<file path="src/rtl/antilog_pkg.sv">
package antilog_pkg;

  // What the output stage must produce for one operand.
  typedef enum logic [1:0] {
    RES_SHIFT = 2'd0,
    RES_ZERO  = 2'd1,
    RES_SAT   = 2'd2
  } res_kind_e;

endpackage

</file>
<file path="src/rtl/antilog_decode.sv">
module antilog_decode #(
  parameter int CHAR_W = 6,
  parameter int SH_W   = 5
) (
  input  logic                   zero_in,
  input  logic [CHAR_W-1:0]      char_in,
  output antilog_pkg::res_kind_e kind,
  output logic [SH_W-1:0]        shamt
);
  import antilog_pkg::*;

  logic too_big;

  // Any set bit above the shift range means the leading one would leave the word.
  generate
    if (CHAR_W > SH_W) begin : g_ovf
      assign too_big = |char_in[CHAR_W-1:SH_W];
    end else begin : g_no_ovf
      assign too_big = 1'b0;
    end
  endgenerate

  assign shamt = char_in[SH_W-1:0];

  // The zero marker wins over saturation.
  always_comb begin
    if (zero_in)      kind = RES_ZERO;
    else if (too_big) kind = RES_SAT;
    else              kind = RES_SHIFT;
  end

endmodule

</file>
<file path="src/rtl/antilog_shifter.sv">
module antilog_shifter #(
  parameter int FRAC_W = 4,
  parameter int OUT_W  = 32,
  parameter int SH_W   = 5
) (
  input  logic [FRAC_W-1:0] frac,
  input  logic [SH_W-1:0]   shamt,
  output logic [OUT_W-1:0]  shifted
);
  // The (FRAC_W+1)-bit word sits at the bottom of an extended vector.
  // Shifting it left by k and then dropping the low FRAC_W bits puts the
  // leading one at bit k. That one shift covers both right and left alignment.
  localparam int EXT_W = OUT_W + FRAC_W;

  logic [EXT_W-1:0] stage [SH_W+1];

  assign stage[0] = {{(EXT_W-FRAC_W-1){1'b0}}, 1'b1, frac};

  generate
    for (genvar i = 0; i < SH_W; i++) begin : g_stage
      assign stage[i+1] = shamt[i] ? (stage[i] << (1 << i)) : stage[i];
    end
  endgenerate

  assign shifted = stage[SH_W][EXT_W-1:FRAC_W];

endmodule

</file>
<file path="src/rtl/antilog_select.sv">
module antilog_select #(
  parameter int OUT_W = 32
) (
  input  antilog_pkg::res_kind_e kind,
  input  logic [OUT_W-1:0]       shifted,
  output logic [OUT_W-1:0]       res_z,
  output logic                   res_ovf
);
  import antilog_pkg::*;

  always_comb begin
    res_z   = shifted;
    res_ovf = 1'b0;
    case (kind)
      RES_ZERO: res_z = '0;
      RES_SAT: begin
        res_z   = '1;
        res_ovf = 1'b1;
      end
      default: res_z = shifted;
    endcase
  end

endmodule

</file>
<file path="src/rtl/antilog_trunc.sv">
module antilog_trunc #(
  parameter int OP_W   = 16,
  parameter int FRAC_W = 4,
  parameter int CHAR_W = 6
) (
  input  logic                clk,
  input  logic                rst,
  input  logic                valid_in,
  input  logic                zero_in,
  input  logic [CHAR_W-1:0]   char_in,
  input  logic [FRAC_W-1:0]   frac_in,
  output logic                valid_out,
  output logic [2*OP_W-1:0]   z_out,
  output logic                ovf_out
);
  import antilog_pkg::*;

  localparam int OUT_W = 2 * OP_W;
  localparam int SH_W  = $clog2(OUT_W);

  // Stage 1: decode and register.
  res_kind_e        dec_kind;
  logic [SH_W-1:0]  dec_shamt;

  antilog_decode #(.CHAR_W(CHAR_W), .SH_W(SH_W)) u_decode (
    .zero_in (zero_in),
    .char_in (char_in),
    .kind    (dec_kind),
    .shamt   (dec_shamt)
  );

  logic              s1_valid;
  res_kind_e         s1_kind;
  logic [SH_W-1:0]   s1_shamt;
  logic [FRAC_W-1:0] s1_frac;

  always_ff @(posedge clk) begin
    if (rst) begin
      s1_valid <= 1'b0;
      s1_kind  <= RES_ZERO;
      s1_shamt <= '0;
      s1_frac  <= '0;
    end else begin
      s1_valid <= valid_in;
      if (valid_in) begin
        s1_kind  <= dec_kind;
        s1_shamt <= dec_shamt;
        s1_frac  <= frac_in;
      end
    end
  end

  // Stage 2: shift, select and register outputs.
  logic [OUT_W-1:0] shifted;
  logic [OUT_W-1:0] res_z;
  logic             res_ovf;

  antilog_shifter #(.FRAC_W(FRAC_W), .OUT_W(OUT_W), .SH_W(SH_W)) u_shift (
    .frac    (s1_frac),
    .shamt   (s1_shamt),
    .shifted (shifted)
  );

  antilog_select #(.OUT_W(OUT_W)) u_select (
    .kind    (s1_kind),
    .shifted (shifted),
    .res_z   (res_z),
    .res_ovf (res_ovf)
  );

  always_ff @(posedge clk) begin
    if (rst) begin
      valid_out <= 1'b0;
      z_out     <= '0;
      ovf_out   <= 1'b0;
    end else begin
      valid_out <= s1_valid;
      if (s1_valid) begin
        z_out   <= res_z;
        ovf_out <= res_ovf;
      end
    end
  end

  // Assertions
  p_sat_r4: assert property (@(posedge clk) disable iff (rst)
    valid_out && ovf_out |-> (&z_out));

  p_zero_r5: assert property (@(posedge clk) disable iff (rst)
    valid_out && $past(valid_in, 2) && $past(zero_in, 2) |-> (z_out == '0) && !ovf_out);

  p_latency_r6: assert property (@(posedge clk) disable iff (rst)
    valid_out |-> $past(valid_in, 2));

  p_hold_r6: assert property (@(posedge clk) disable iff (rst)
    !s1_valid |=> $stable(z_out) && $stable(ovf_out));

  p_bits_r1: assert property (@(posedge clk) disable iff (rst)
    valid_out && !ovf_out |-> ($countones(z_out) <= FRAC_W + 1));

  p_ovf_cause_r8: assert property (@(posedge clk) disable iff (rst)
    valid_out && ovf_out |-> ($past(char_in, 2) > CHAR_W'(OUT_W - 1)) && !$past(zero_in, 2));

endmodule

</file>
<file path="config.mk">
export PLATFORM = sky130hd
export DESIGN_NAME = antilog_trunc
export DESIGN_NICKNAME = d
export VERILOG_FILES = /design/src/rtl/antilog_pkg.sv /design/src/rtl/antilog_decode.sv /design/src/rtl/antilog_shifter.sv /design/src/rtl/antilog_select.sv /design/src/rtl/antilog_trunc.sv
export SDC_FILE = /design/constraint.sdc
export NUM_CORES = 1
export LEC_CHECK = 0
export BUFFER_PORTS_ARGS = -buffer_cell sky130_fd_sc_hd__buf_2
export CAP_MARGIN = 20
export CORE_MARGIN = 2
export CORE_UTILIZATION = 40
export DETAILED_ROUTE_END_ITERATION = 8
export PLACE_DENSITY = 0.63
export SLEW_MARGIN = 20
export SYNTH_ARGS = -nofsm -noshare
export SYNTH_HDL_FRONTEND = slang
export SYNTH_SLANG_ARGS = --single-unit
export TNS_END_PERCENT = 20
</file>
<file path="constraint.sdc">
create_clock -name clk -period 3.04 [get_ports clk]
set_input_delay 0.152 -clock clk [delete_from_list [all_inputs] [get_ports clk]]
set_output_delay 0.152 -clock clk [all_outputs]
set_load 0.05 [all_outputs]
</file>
==> metrics.yaml <==
synth:
  yosys_warnings: 0
  syn_inst: 243
  synth_top_area_cell: "dfxtp_1"
  synth_top_area_share_pct: 42.4
  ys_ff_latch: 46
  syn-cell-area_um2: 2170
  synth_edf_count: 0
  synth.area.top_cells: "dfxtp_1 (42%), nor2_1 (8.3%), mux2i_1 (6.0%), nor3_1 (4.8%), nor4_2 (2.9%)"
  syn_avg_cell_area_um2: 8.93
  ys_seq_area_share_pct: 42.4
  synth_ff_type: "dfxtp_1"
  synth_nets: 258
  async_flop_share_pct: 0
  synth_cell_types: 50
floorplan:
  die_y_um: 77.6
  core-area_um2: 5170
  fp-row-count: 26
  floorplan.initialDensity_pct: 41.9
  ios: 48
  die_w_um: 77.6
  die_area_um2: 6030
layout:
  multi_input_area_um2: 1140
  nets: 298
  layout_common_cells: "nor2_1 (48), buf_2 (47), dfxtp_1 (46)"
  fillers: 519
  drive_gt1_share_pct: 27.9
  n_antenna_cell: 0
  final-seq-area_um2: 921
  stdcell_area_um2: 2500
  final_common_cell: "nor2_1"
  fin_cells: 353
  area_growth_pct: 15.1
  final_util_pct: 48.3
timing:
  finalCritPeriodShare_pct: 66.3
  layout_setup_ws_ns: 1.03
  fmax_mhz: 496
  finalSetupViolCount: 0
  setup_tns_ns: 0
  worst_pin_slew_ns: 0.823
  fin_crit_ns: 2.01
  relSlewSlack_pct: 45.1
  skew_ns: 0.00276
  hold_violations: 0
  rsz0062_at_grt: "false"
  maxSlewViolCount: 0
clock_network:
  cts_sinks: 46
  clkTransAtPathRegs_ns: 0.08
  cts_tree: "built"
  clock-root-buffer: "clkbuf_8"
  worst_skew_pair.late_latency_ns: 0.29
  cts_max_level: 2
  ctsResizeCount: 0
  postCtsSetupBuffers: 0
  cts_buffers: 5
  cts.path.max_buffers: 2
  ctsHoldBuffers: 0
placement:
  hpwl_um: 3630
  place_area_um2: 2420
  portBuffers: 47
  place_inst: 346
  gp_congestion: 0.860
  place_ws_ns: 1.07
setup_path:
  cp-end-kind: "flop"
  slowest_delay_ns: 0.85
  timing.rr.start: "s1_shamt[2]"
  crit_type: "flop to flop"
  crit_family: "flip-flops"
  cp-start-kind: "flop"
  crit_chain: "inv_1 > a22o_1 > a311oi_2 > nor3_1"
  arrival_ns: 2.18
  worst_ep_required_time_ns: 3.21
  path_buf_inv: 1
  reg2reg_depth: 4
  worstReg2RegEnd: "z_out[0]"
  crit_fanout: 24
  ff2ff_setup_slack_ns: 1.03
  slowest_stage: "dfxtp_1"
global_route:
  antenna_found_initial: 0
  grt_overflow: 0
  grt_pass1_wl_um: 8620
  grt_use_total_pct: 17.9
  grt_max_degree: 29
  grt_pass1_vias: 1709
drt:
  routed_wl_um: 5030
  drc_errors: 0
  dr_total_vias: 1843
  ant_nets: 0
  drt_pass1_iterations: 4
  via_per_inst: 5.22
  wl_per_cell_um: 14.2
  drt-initial-drc-count: 136
power:
  powerDensity_nw_per_um2: 518
  p_seq_share_pct: 52.0
  p_int_uw: 873
  p_leak_nw: 1.04
  switching_power_uw: 421
  pwr-share-clk_pct: 26.8
  ir_drop_mv: 0.180
  pwr-share-comb_pct: 21.2
  switching_share_pct: 32.5
hold_path:
  hold_start: "char_in[5]"
  holdCritPathClass: "input pin to flop"
  min_delay_path_depth: 3
  holdPathEnd: "s1_kind[1]"
run_status:
  outcome: "finished clean"
job:
  max-cap-violations: 0
final cells by class:
| type | count | area share (%) |
|---|---|---|
| Clock inverter | 2 | 0.401 |
| Clock buffer | 5 | 2.76 |
| Tap cell | 70 | 3.51 |
| Multi-Input combinational cell | 175 | 45.5 |
| Sequential cell | 46 | 36.9 |
| Inverter | 6 | 0.902 |
| Timing Repair Buffer | 49 | 10.0 |
worst max path at each step:
stage | from | to | slack, ns | cells past startpoint
after floorplan | s1_kind[0] | z_out[7] | 1.48 | 7
after global placement | s1_shamt[2] | z_out[0] | 1.09 | 4
after detailed placement | s1_shamt[0] | z_out[1] | 1.07 | 4
after CTS | s1_shamt[2] | z_out[0] | 1.06 | 4
after global routing | s1_shamt[2] | z_out[0] | 0.85 | 4
final | s1_shamt[2] | z_out[0] | 1.03 | 4
kinds of logic after synthesis:
family                   Yosys count  share of synthesized area, %
AO/OA/AOI/OAI                     43                          14.8
multiplexers                      15                          7.27
buffers and inverters             22                          5.13
flip-flops                        46                          42.4
AND/OR/NAND/NOR                  116                          29.8
adder cells (fa/ha/maj)            1                         0.577
sequential cells by signal, summed over array words and instances, names as in the netlist:
register and flops:
s1_frac 4, s1_kind 2, s1_valid 1, s1_shamt 5
valid_out 1, ovf_out 1, z_out 32
layer usage:
layer	vias up	track usage [%]	share of wire, %
met5	-	0	0
met4	0	6.07	1.5
met3	8	3.72	4.7
met2	54	27.1	44
met1	838	25.3	50
li1	943	-	-
tightest hold or removal path, stage by stage:
cell and delay, ns:
buf_2 0.07, a21oi_1 0.05, nor2_1 0.07
cells in the mapped netlist (all sizes together) (3+ instances only):
master and instances:
nor3b 6, a21oi 10, o21ai 6, inv 6, and2 3, clkbuf 3, a211oi 7, dfxtp 46
nor2b 8, nand2 6, nor2 49, nor4 7, buf 13, nand2b 6, mux2i 15, nor3 23
a31oi 4
power groups by stage:
stage               logic, mW  clock network, mW  registers (mW)
finish                  0.274              0.347           0.673
global placement        0.272                  0           0.687
floorplan               0.139                  0           0.761
CTS                     0.275              0.357           0.674
global route            0.296              0.390           0.681
detailed placement      0.274                  0           0.688
metrics by stage:
step | hold slack, ns | total power [mW]
6_report | 0.0785 | 1.29
5_1_grt | 0.102 | 1.37
4_1_cts | 0.0799 | 1.31
3_5_place_dp | 0.385 | 0.962
3_3_place_gp | 0.378 | 0.960
2_1_floorplan | 0.291 | 0.900
(Power assumes the default switching activity.)
